File: config.mk
export PLATFORM = sky130hd
export DESIGN_NAME = tx_desc_dma
export DESIGN_NICKNAME = d
export VERILOG_FILES = /design/src/rtl/txd_pkg.sv /design/src/rtl/txd_byte_ctr.sv /design/src/rtl/txd_irq_flag.sv /design/src/rtl/tx_desc_dma.sv
export SDC_FILE = /design/constraint.sdc
export NUM_CORES = 1
export LEC_CHECK = 0
export BUFFER_PORTS_ARGS = -buffer_cell sky130_fd_sc_hd__buf_2
export CAP_MARGIN = 20
export CORE_MARGIN = 2
export CORE_UTILIZATION = 39
export CTS_CLUSTER_SIZE = 20
export DETAILED_ROUTE_END_ITERATION = 10
export PLACE_DENSITY = 0.71
export SLEW_MARGIN = 20
export SYNTH_ARGS = -nofsm -noshare
export SYNTH_HDL_FRONTEND = slang
export SYNTH_SLANG_ARGS = --single-unit
File: constraint.sdc
create_clock -name clk -period 3.7 [get_ports clk]
set_input_delay 0.74 -clock clk [delete_from_list [all_inputs] [get_ports clk]]
set_output_delay 0.74 -clock clk [all_outputs]
set_load 0.01 [all_outputs]
File: src/rtl/txd_pkg.sv
`timescale 1ns/1ps
package txd_pkg;
  localparam int WORD_W   = 32;
  localparam int LEN_W    = 16;
  localparam int OWN_POS  = 31;
  localparam int OFS_STAT = 8;
  localparam int OFS_LINK = 12;

  typedef enum logic [2:0] {
    ST_IDLE, ST_HEAD, ST_SIZE, ST_FETCH, ST_EMIT, ST_STAT, ST_GIVE, ST_LINK
  } txd_state_e;

  function automatic logic owned_by_engine(input logic [WORD_W-1:0] w);
    return w[OWN_POS];
  endfunction

  function automatic logic [WORD_W-1:0] drop_owner(input logic [WORD_W-1:0] w);
    logic [WORD_W-1:0] r;
    r = w;
    r[OWN_POS] = 1'b0;
    return r;
  endfunction

  function automatic logic [WORD_W-1:0] done_status(input logic [LEN_W-1:0] len);
    return {{(WORD_W-LEN_W-1){1'b0}}, 1'b1, len};
  endfunction

  function automatic logic too_long(input logic [LEN_W-1:0] len, input int unsigned cap);
    return 32'(len) > cap;
  endfunction
endpackage

File: src/rtl/txd_byte_ctr.sv
`timescale 1ns/1ps
module txd_byte_ctr #(
  parameter int LW = 16
) (
  input  logic          clk,
  input  logic          rst_n,
  input  logic          clr,
  input  logic          step,
  input  logic [LW-1:0] total,
  output logic [LW-1:0] idx,
  output logic          at_end
);
  always_ff @(posedge clk or negedge rst_n) begin
    if (!rst_n)     idx <= '0;
    else if (clr)   idx <= '0;
    else if (step)  idx <= idx + LW'(1);
  end

  assign at_end = (idx + LW'(1)) == total;
endmodule

File: src/rtl/txd_irq_flag.sv
`timescale 1ns/1ps
module txd_irq_flag (
  input  logic clk,
  input  logic rst_n,
  input  logic set,
  input  logic clr,
  output logic flag
);
  always_ff @(posedge clk or negedge rst_n) begin
    if (!rst_n)    flag <= 1'b0;
    else if (set)  flag <= 1'b1;
    else if (clr)  flag <= 1'b0;
  end
endmodule

File: src/rtl/tx_desc_dma.sv
`timescale 1ns/1ps
module tx_desc_dma
  import txd_pkg::*;
#(
  parameter int          AW        = 32,
  parameter int unsigned MAX_BYTES = 64
) (
  input  logic              clk,
  input  logic              rst_n,
  input  logic              start,
  input  logic              ptr_load,
  input  logic [AW-1:0]     ptr_in,
  input  logic              irq_en,
  input  logic              irq_clr,
  output logic              irq,
  output logic [AW-1:0]     cur_ptr,
  output logic              mem_req,
  output logic              mem_we,
  output logic              mem_byte,
  output logic [AW-1:0]     mem_addr,
  output logic [WORD_W-1:0] mem_wdata,
  input  logic              mem_ready,
  input  logic [WORD_W-1:0] mem_rdata,
  output logic [7:0]        tx_data,
  output logic              tx_valid,
  output logic              tx_last,
  input  logic              tx_ready
);
  localparam logic [AW-1:0] STAT_OFS = AW'(OFS_STAT);
  localparam logic [AW-1:0] LINK_OFS = AW'(OFS_LINK);

  txd_state_e        state;
  logic [AW-1:0]     cur_q;
  logic [WORD_W-1:0] buf_q;
  logic [LEN_W-1:0]  len_q;
  logic [7:0]        byte_q;
  logic [LEN_W-1:0]  idx;
  logic              at_end;

  // named events, observed by the bound checker
  logic mem_fire, tx_fire, size_fire, skip_evt, stat_fire, give_fire, frame_done;

  assign mem_fire   = mem_req & mem_ready;
  assign tx_fire    = tx_valid & tx_ready;
  assign size_fire  = (state == ST_SIZE) & mem_fire;
  assign skip_evt   = size_fire & too_long(mem_rdata[LEN_W-1:0], MAX_BYTES);
  assign stat_fire  = (state == ST_STAT) & mem_fire;
  assign give_fire  = (state == ST_GIVE) & mem_fire;
  assign frame_done = (state == ST_LINK) & mem_fire;

  txd_byte_ctr #(.LW(LEN_W)) u_ctr (
    .clk    (clk),
    .rst_n  (rst_n),
    .clr    (size_fire),
    .step   (tx_fire & ~at_end),
    .total  (len_q),
    .idx    (idx),
    .at_end (at_end)
  );

  txd_irq_flag u_irq (
    .clk   (clk),
    .rst_n (rst_n),
    .set   (frame_done & irq_en),
    .clr   (irq_clr),
    .flag  (irq)
  );

  always_ff @(posedge clk or negedge rst_n) begin
    if (!rst_n) begin
      state  <= ST_IDLE;
      cur_q  <= '0;
      buf_q  <= '0;
      len_q  <= '0;
      byte_q <= '0;
    end else begin
      unique case (state)
        ST_IDLE: begin
          if (ptr_load) cur_q <= ptr_in;
          if (start)    state <= ST_HEAD;
        end
        ST_HEAD: if (mem_fire) begin
          buf_q <= drop_owner(mem_rdata);
          state <= owned_by_engine(mem_rdata) ? ST_SIZE : ST_IDLE;
        end
        ST_SIZE: if (mem_fire) begin
          len_q <= mem_rdata[LEN_W-1:0];
          if (skip_evt)                          state <= ST_IDLE;
          else if (mem_rdata[LEN_W-1:0] == '0)   state <= ST_STAT;
          else                                   state <= ST_FETCH;
        end
        ST_FETCH: if (mem_fire) begin
          byte_q <= mem_rdata[7:0];
          state  <= ST_EMIT;
        end
        ST_EMIT: if (tx_fire) state <= at_end ? ST_STAT : ST_FETCH;
        ST_STAT: if (mem_fire) state <= ST_GIVE;
        ST_GIVE: if (mem_fire) state <= ST_LINK;
        ST_LINK: if (mem_fire) begin
          cur_q <= mem_rdata[AW-1:0];
          state <= ST_HEAD;
        end
        default: state <= ST_IDLE;
      endcase
    end
  end

  always_comb begin
    mem_req   = 1'b0;
    mem_we    = 1'b0;
    mem_byte  = 1'b0;
    mem_addr  = '0;
    mem_wdata = '0;
    unique case (state)
      ST_HEAD:  begin mem_req = 1'b1; mem_addr = cur_q; end
      ST_SIZE:  begin mem_req = 1'b1; mem_addr = cur_q + STAT_OFS; end
      ST_FETCH: begin
        mem_req  = 1'b1;
        mem_byte = 1'b1;
        mem_addr = buf_q[AW-1:0] + AW'(idx);
      end
      ST_STAT:  begin
        mem_req   = 1'b1;
        mem_we    = 1'b1;
        mem_addr  = cur_q + STAT_OFS;
        mem_wdata = done_status(len_q);
      end
      ST_GIVE:  begin
        mem_req   = 1'b1;
        mem_we    = 1'b1;
        mem_addr  = cur_q;
        mem_wdata = buf_q;
      end
      ST_LINK:  begin mem_req = 1'b1; mem_addr = cur_q + LINK_OFS; end
      default:  ;
    endcase
  end

  assign cur_ptr  = cur_q;
  assign tx_data  = byte_q;
  assign tx_valid = (state == ST_EMIT);
  assign tx_last  = (state == ST_EMIT) & at_end;
endmodule

==> results of run 1 <==
[synth_stat cells, types with 7 or more instances]
| cell type | n |
|---|---|
| sky130_fd_sc_hd__dfrtp_1 | 107 |
| sky130_fd_sc_hd__a22o_1 | 20 |
| sky130_fd_sc_hd__nand4_1 | 20 |
| sky130_fd_sc_hd__xnor2_1 | 28 |
| sky130_fd_sc_hd__a21oi_1 | 65 |
| sky130_fd_sc_hd__nand2_1 | 175 |
| sky130_fd_sc_hd__mux2i_1 | 47 |
| sky130_fd_sc_hd__buf_2 | 7 |
| sky130_fd_sc_hd__a31oi_1 | 12 |
| sky130_fd_sc_hd__o22ai_1 | 16 |
| sky130_fd_sc_hd__nor3_1 | 43 |
| sky130_fd_sc_hd__inv_1 | 21 |
| sky130_fd_sc_hd__xor2_1 | 22 |
| sky130_fd_sc_hd__or3_1 | 12 |
| sky130_fd_sc_hd__ha_1 | 20 |
| sky130_fd_sc_hd__buf_1 | 9 |
| sky130_fd_sc_hd__mux2_2 | 40 |
| sky130_fd_sc_hd__nor4_1 | 8 |
| sky130_fd_sc_hd__nand3_1 | 41 |
| sky130_fd_sc_hd__and3_1 | 23 |
| sky130_fd_sc_hd__nand2b_1 | 10 |
| sky130_fd_sc_hd__a21o_1 | 15 |
| sky130_fd_sc_hd__clkbuf_1 | 59 |
| sky130_fd_sc_hd__nor2_1 | 77 |
| sky130_fd_sc_hd__o31ai_1 | 9 |
| sky130_fd_sc_hd__o21ai_0 | 105 |
[through the flow]
step	util [%]	instances	hold slack (ns)	instance area [µm²]	TNS (ns)
after detailed placement	45.5	1564	0.488	10200	0
after global routing	49.2	1609	0.437	11000	-0.436
final	49.2	1609	0.388	11000	0
after global placement	45.5	1564	0.484	10200	0
after CTS	47.4	1586	0.429	10600	0
after floorplan	-	1123	0.444	8830	0
[critical path, stage by stage (launching register included)]
cell and delay (ns):
sky130_fd_sc_hd__dfrtp_2 0.43, sky130_fd_sc_hd__buf_6 0.13, sky130_fd_sc_hd__ha_4 0.14, sky130_fd_sc_hd__and4_4 0.25, sky130_fd_sc_hd__buf_4 0.14, sky130_fd_sc_hd__and3_1 0.19
sky130_fd_sc_hd__nand3_1 0.22, sky130_fd_sc_hd__xnor2_1 0.27, sky130_fd_sc_hd__nor3_1 0.22, sky130_fd_sc_hd__nand4_1 0.22, sky130_fd_sc_hd__nor3_1 0.21, sky130_fd_sc_hd__buf_2 0.17
[flip-flops by register name, indices dropped and copies added (netlist names)]
signal,flops
cur_ptr,32
len_q,16
buf_q,31
tx_data,8
u_ctr.idx,16
state,3
u_irq.flag,1
[cell usage in the layout, fill, tap and decap left out, drive strengths merged, types with 4 or more instances in the layout]
cell type | Yosys | final
dfrtp | 107 | 107
mux2 | 43 | 43
nor3b | 6 | 6
inv | 21 | 26
nor2b | 5 | 5
nand2b | 10 | 10
xor2 | 22 | 22
nor3 | 44 | 44
o211ai | 5 | 5
a211o | 4 | 4
clkbuf | 59 | 10
nor4 | 9 | 9
or3 | 12 | 12
a31oi | 12 | 12
nand4 | 20 | 20
ha | 20 | 20
xnor2 | 28 | 28
o21a | 5 | 5
nand3 | 42 | 42
o22ai | 16 | 16
a21o | 15 | 15
a221o | 6 | 6
a22o | 20 | 20
and4 | 5 | 5
o31ai | 9 | 9
a21oi | 66 | 66
mux2i | 47 | 47
a22oi | 5 | 5
nand2 | 176 | 176
and3 | 23 | 23
or2 | 7 | 7
nor2 | 77 | 77
o21ai | 109 | 109
buf | 20 | 264
[kinds of logic after synthesis]
kind of cell | count (synthesis) | share of synthesized area (%)
xor gates and xnor gates | 50 | 4.96
and+or+nand+nor | 446 | 24.2
muxes | 90 | 10.8
adders and majority gates | 21 | 3.06
buffers and inverters | 100 | 4.65
AOI/OAI and AO/OA | 308 | 21.9
DFF | 107 | 30.3
other | 1 | 0.0425
[path summary, 6_finish.rpt]
| path | cells past startpoint | slack, ns | end | from |
|---|---|---|---|---|
| setup / recovery | 11 | 0.001 | tx_last | u_ctr.idx[1] |
| hold / removal | 1 | 0.39 | cur_ptr[5] | rst_n |
| setup reg to reg | 12 | 0.57 | u_ctr.idx[15] | u_ctr.idx[1] |
| hold reg to reg | 1 | 0.51 | tx_data[1] | tx_data[1] |
| max in group asynchronous | 2 | 2.52 | u_ctr.idx[12] | rst_n |
| min in group clk | 1 | 0.51 | tx_data[1] | tx_data[1] |
[power breakdown]
part           leakage [nW]  internal (mW)  switching [mW]
Combinational          3.55           2.41            3.53
Sequential             1.32           1.68           0.738
Clock                 0.142          0.475           0.506
[area by class of cell]
cell class                      instances  area, µm²
Multi-Input combinational cell        916       6020
Clock inverter                          6       53.8
Tap cell                              285        357
Timing Repair Buffer                  264       1600
Fill cell                            2163      11400
Inverter                               21       78.8
Clock buffer                           10        229
Sequential cell                       107       2690
[repair_timing]
item,in CTS,in global routing
endpoints found under the hold margin,0,0
endpoints found under the setup margin,18,22
resized for setup,20,50
buffers inserted,6,23
pin swaps,8,28
hold buffers,0,0
[routing by layer]
| layer | up-vias | part of all wire, % |
|---|---|---|
| met4 | 0 | 4.3 |
| met2 | 461 | 46 |
| met3 | 103 | 7.0 |
| met5 | - | 0 |
| met1 | 4699 | 42 |
| li1 | 4472 | - |
==> metrics.yaml, run 1 <==
worstSetupStartpointType: "flip-flop"
async_reset_ff_share_pct: 100
start_util_pct: 39.3
grt_antenna_before_repair: 0
hpwlAfterDp_mm: 24.2
final_nets: 1412
path_clk_slew_ns: 0.08
final.min_clock_period_ns: 3.70
fp-row-count: 55
detail_route.first_pass.iterations: 5
yosys_warnings: 0
die-area_um2: 23900
peakVddDrop_uv: 325
yosys.cell_types.count: 76
timing_worst_setup_path_type: "reg2out"
dp_slack_ns: 0.141
via_per_inst: 6.05
worst_setup_end_kind: "primary output"
worst-endpoint-required_ns: 2.96
maxSlewViolCount: 0
syn-mean-instance-area_um2: 7.86
drv_cap: 0
grt.total_usage_pct: 26.6
max_freq_mhz: 270
synth_area_leaders: "sky130_fd_sc_hd__dfrtp_1 (30%), sky130_fd_sc_hd__nand2_1 (7.4%), sky130_fd_sc_hd__o21ai_0 (6.0%), sky130_fd_sc_hd__mux2i_1 (5.3%), sky130_fd_sc_hd__mux2_2 (5.1%)"
clk_path_buf_depth: 2
met3_usage_pct: 4.29
clock_tree_from_tritoncts: "done"
post_dr_wirelength_cell_um: 20.6
first_global_vias: 8877
syn2layout_area_growth_pct: 25.0
met2_usage_pct: 42.5
grt_max_degree: 77
die_height_um: 154
final-hold-violation-count: 0
max_slew_headroom_pct: 47.4
actual_slew_at_the_worst_max_slew_pin_ns: 0.787
postSynth.topFlopCell: "sky130_fd_sc_hd__dfrtp_1"
final_antenna_net_count: 0
arrival_ns: 2.96
finClkSkew_ns: 0.0123
total_leakage_power_nw: 5.01
synthesis.area_um2: 8830
insertedDiodeCount: 0
clockRootBuffer: "sky130_fd_sc_hd__clkbuf_16"
drive_gt1_share_pct: 29.2
tritoncts.num_buffers: 9
io-pin-count: 182
synth_enable_flop_cells: 0
timing.hold.worst.class: "in2async"
htree_levels: 3
place.port_buffers: 180
detail_route.wirelength_mm: 33.1
cts_num_sinks: 107
via_count: 9735
post_layout_power_mw: 9.34
routability_congestion_estimate: 0.948
grt_use_met1_pct: 36.4
finalSetupViolations: 0
postSynthRegisterBits: 107
post_synth_inst_count: 1123
chipWidth_um: 154
worstSkewPairLatency_ns: 0.37
outcome: "finished clean"
synth_sequential_area_ratio_pct: 30.3
global_route.peak_usage_layer: "met2"
global_route.overflow_total: 0
drt_first_iter_violations: 1169
p_per_area_nw_per_um2: 847
period_share_pct: 100
mappedNetlistNets: 1216
worst_setup_slack_final_ns: 0.00107
rsz_0062_raised_after_global_routing: "true"
fp.coreArea_um2: 22400
synth_largest_type_area_fraction_pct: 30.3
grt_first_pass_wirelength_mm: 50.0
drc: 0
worstPathMaxFanout: 5
synth_area_leader_cell: "sky130_fd_sc_hd__dfrtp_1"
(Power assumes the default switching activity.)
==> inputs of run 2 (changes only) <==
--- a/config.mk
+++ b/config.mk
@@ -8,11 +8,12 @@
 export BUFFER_PORTS_ARGS = -buffer_cell sky130_fd_sc_hd__buf_2
 export CAP_MARGIN = 20
 export CORE_MARGIN = 2
-export CORE_UTILIZATION = 39
+export CORE_UTILIZATION = 55
 export CTS_CLUSTER_SIZE = 20
 export DETAILED_ROUTE_END_ITERATION = 10
-export PLACE_DENSITY = 0.71
+export PLACE_DENSITY = 0.91
 export SLEW_MARGIN = 20
 export SYNTH_ARGS = -nofsm -noshare
 export SYNTH_HDL_FRONTEND = slang
+export SYNTH_HIERARCHICAL = 1
 export SYNTH_SLANG_ARGS = --single-unit
==> run 2 against run 1 <==
Effect of this change:
- the flow now finishes with violations (setup timing)
- combinational power down 16%
- synthesized cell count down 6.7%
- design area down 2.6%
- setup slack worse by 0.018 ns
- largest cell class unchanged
- largest power group unchanged
==> metrics.yaml, run 2 <==
outcome: "complete, but fails checks"
violations: "setup timing"
seq_area_um2: 2690
worst_setup_end_kind: "primary output"
via_per_inst: 6.77
total_leakage_power_nw: 4.85
post_synth_most_frequent_cells: "sky130_fd_sc_hd__nand2_1 (127), sky130_fd_sc_hd__dfrtp_1 (107), sky130_fd_sc_hd__o21ai_0 (91)"
fin_setup_tns_ns: -0.0168
synth-xor-area-share_pct: 5.74
postSynthRegisterBits: 107
synth_area_leader_cell: "sky130_fd_sc_hd__dfrtp_1"
die-area_um2: 16800
syn2layout_area_growth_pct: 23.7
final.min_clock_period_ns: 3.72
drive_gt1_share_pct: 32.4
actual_slew_at_the_worst_max_slew_pin_ns: 0.928
fillerInstances: 1191
place.port_buffers: 180
io-pin-count: 182
worst_setup_slack_final_ns: -0.0168
hpwlAfterDp_mm: 22.8
global_route.overflow_total: 0
insertedDiodeCount: 0
tritoncts.num_buffers: 9
grt_antenna_before_repair: 0
htree_levels: 3
synth_area_leaders: "sky130_fd_sc_hd__dfrtp_1 (31%), sky130_fd_sc_hd__mux2_2 (7.6%), sky130_fd_sc_hd__nand2_1 (5.5%), sky130_fd_sc_hd__o21ai_0 (5.2%), sky130_fd_sc_hd__mux2i_1 (4.1%)"
post_synth_inst_count: 1048
first_global_vias: 8945
worst_path_largest_cell_delay_ns: 0.48
start_util_pct: 56.8
multiInputGateArea_um2: 5900
cts_num_sinks: 107
drc: 0
yosys.area_share.adder_pct: 3.11
finalSetupViolations: 1
fp-row-count: 45
post_dr_wirelength_cell_um: 22.0
dpl_cell_area_um2: 9960
largest_register_ff_count: 32
utilization_pct: 70.2
path_clk_slew_ns: 0.08
synthesis.area_um2: 8690
grt_max_degree: 69
timing_worst_setup_path_type: "reg2out"
postSynth.topFlopCell: "sky130_fd_sc_hd__dfrtp_1"
clockRootBuffer: "sky130_fd_sc_hd__clkbuf_16"
clock_tree_from_tritoncts: "done"
synth_enable_flop_cells: 0
final_design_area_no_fill_um2: 10700
critPathBufInv: 3
syn-mean-instance-area_um2: 8.29
max_freq_mhz: 269
worstSkewPairLatency_ns: 0.37
worst-endpoint-required_ns: 2.96
cts_stage_hold_buffer_count: 0
clk_path_buf_depth: 2
async_reset_ff_share_pct: 100
peakVddDrop_uv: 432
period_share_pct: 100
timing.hold.worst.class: "in2async"
final-hold-violation-count: 0
p_per_area_nw_per_um2: 784
die_height_um: 130
detail_route.wirelength_mm: 32.1
worst_path_max_delay_cell: "sky130_fd_sc_hd__or4b_1"
mappedNetlistNets: 1141
dp_slack_ns: 0.183
final_nets: 1337
chipWidth_um: 130
yosys.cell_count.top_type: "sky130_fd_sc_hd__nand2_1"
final_antenna_net_count: 0
drt_first_iter_violations: 1486
synth_largest_type_area_fraction_pct: 30.8
synth.mux.area_fraction_pct: 11.8
synth-simple-area-share_pct: 21.5
detail_route.first_pass.iterations: 9
drv_cap: 0
yosys_warnings: 6
synth_sequential_area_ratio_pct: 30.8
commonest_cells_after_routing_fill_and_taps_aside: "sky130_fd_sc_hd__buf_2 (179), sky130_fd_sc_hd__nand2_1 (125), sky130_fd_sc_hd__dfrtp_1 (99)"
worstPathMaxFanout: 5
path_cells: "buf_4 -> buf_4 -> and4_4 -> nand2_2 -> or4b_1 -> o211ai_1 -> a21oi_1 -> nor4_2 -> and3_1 -> buf_2"
maxSlewViolCount: 0
grt_first_pass_wirelength_mm: 48.3
crit_path_frequent_cell: "sky130_fd_sc_hd__buf_4"
via_count: 9882
grt.total_usage_pct: 36.8
yosys.cell_types.count: 83
fp.coreArea_um2: 15300
finClkSkew_ns: 0.00868
rsz_0062_raised_after_global_routing: "true"
arrival_ns: 2.98
compound_gate_portion_of_the_synthesized_area_pct: 22.5
worstSetupStartpointType: "flip-flop"
layout.cells.most_common: "sky130_fd_sc_hd__buf_2"
routability_congestion_estimate: 1.00
synth_top_family_by_area: "compound AO/OA/AOI/OAI gates"
max_slew_headroom_pct: 38.0
critPathTopFamily: "simple AND/OR/NAND/NOR gates"
-- run 2: path summary, 6_finish.rpt --
path                              startpoint            end  slack [ns]  depth (start not counted)
worst max-delay path            u_ctr/idx[1]        tx_last       -0.02                         10
min in group clk                  u_irq/flag     u_irq/flag        0.48                          1
max in group asynchronous              rst_n   u_ctr/idx[3]        2.55                          2
worst min register to register    u_irq/flag     u_irq/flag        0.48                          1
worst min-delay path                   rst_n    cur_ptr[16]        0.36                          1
worst max register to register  u_ctr/idx[6]  u_ctr/idx[14]        0.19                         12
-- run 2: where the power goes --
group	leakage (nW)	internal (mW)	switching, mW
logic	3.39	2.10	2.87
registers	1.32	1.67	0.842
clock network	0.139	0.466	0.476
-- run 2: layout make-up --
class	count	share of cell area, %
well taps	211	2.46
flip-flops and latches	107	25.0
multi-input cells	846	54.9
inverters	19	0.675
clock buffers	10	2.13
clock inverters	6	0.442
repair buffers	261	14.4
-- run 2: routing by layer --
metal	track usage, %	share of wire (%)	vias to the layer above	wire length (µm)
met1	49.5	38	4654	12200
li1	-	-	4296	-
met3	8.00	12	150	3720
met4	14.9	5.0	0	1600
met5	0	0	-	0
met2	57.9	45	782	14600
-- run 2: timing repair --
action	in CTS	in global routing
gates cloned	0	0
gates resized for setup	27	27
pin swaps	6	13
setup buffers	16	16
endpoints found under the hold margin	0	0
setup endpoints to repair	11	19
-- run 2: cells by family (layout without fill, tap and decap cells) --
logic type / count (synthesis) / count (layout)
buffers and inverters: 95 / 296
multiplexers: 95 / 95
AND/OR/NAND/NOR: 374 / 374
flip-flops: 107 / 107
adder cells (fa/ha/maj): 21 / 21
other: 1 / 1
XOR/XNOR: 57 / 57
AO/OA/AOI/OAI: 298 / 298
-- run 2: per-stage QoR --
step	power, mW	cells	hold slack, ns
finish	8.42	1460	0.359
global route	8.84	1460	0.393
CTS	8.09	1444	0.378
detailed placement	6.93	1412	0.463
global placement	6.80	1412	0.458
floorplan	5.13	1048	0.444
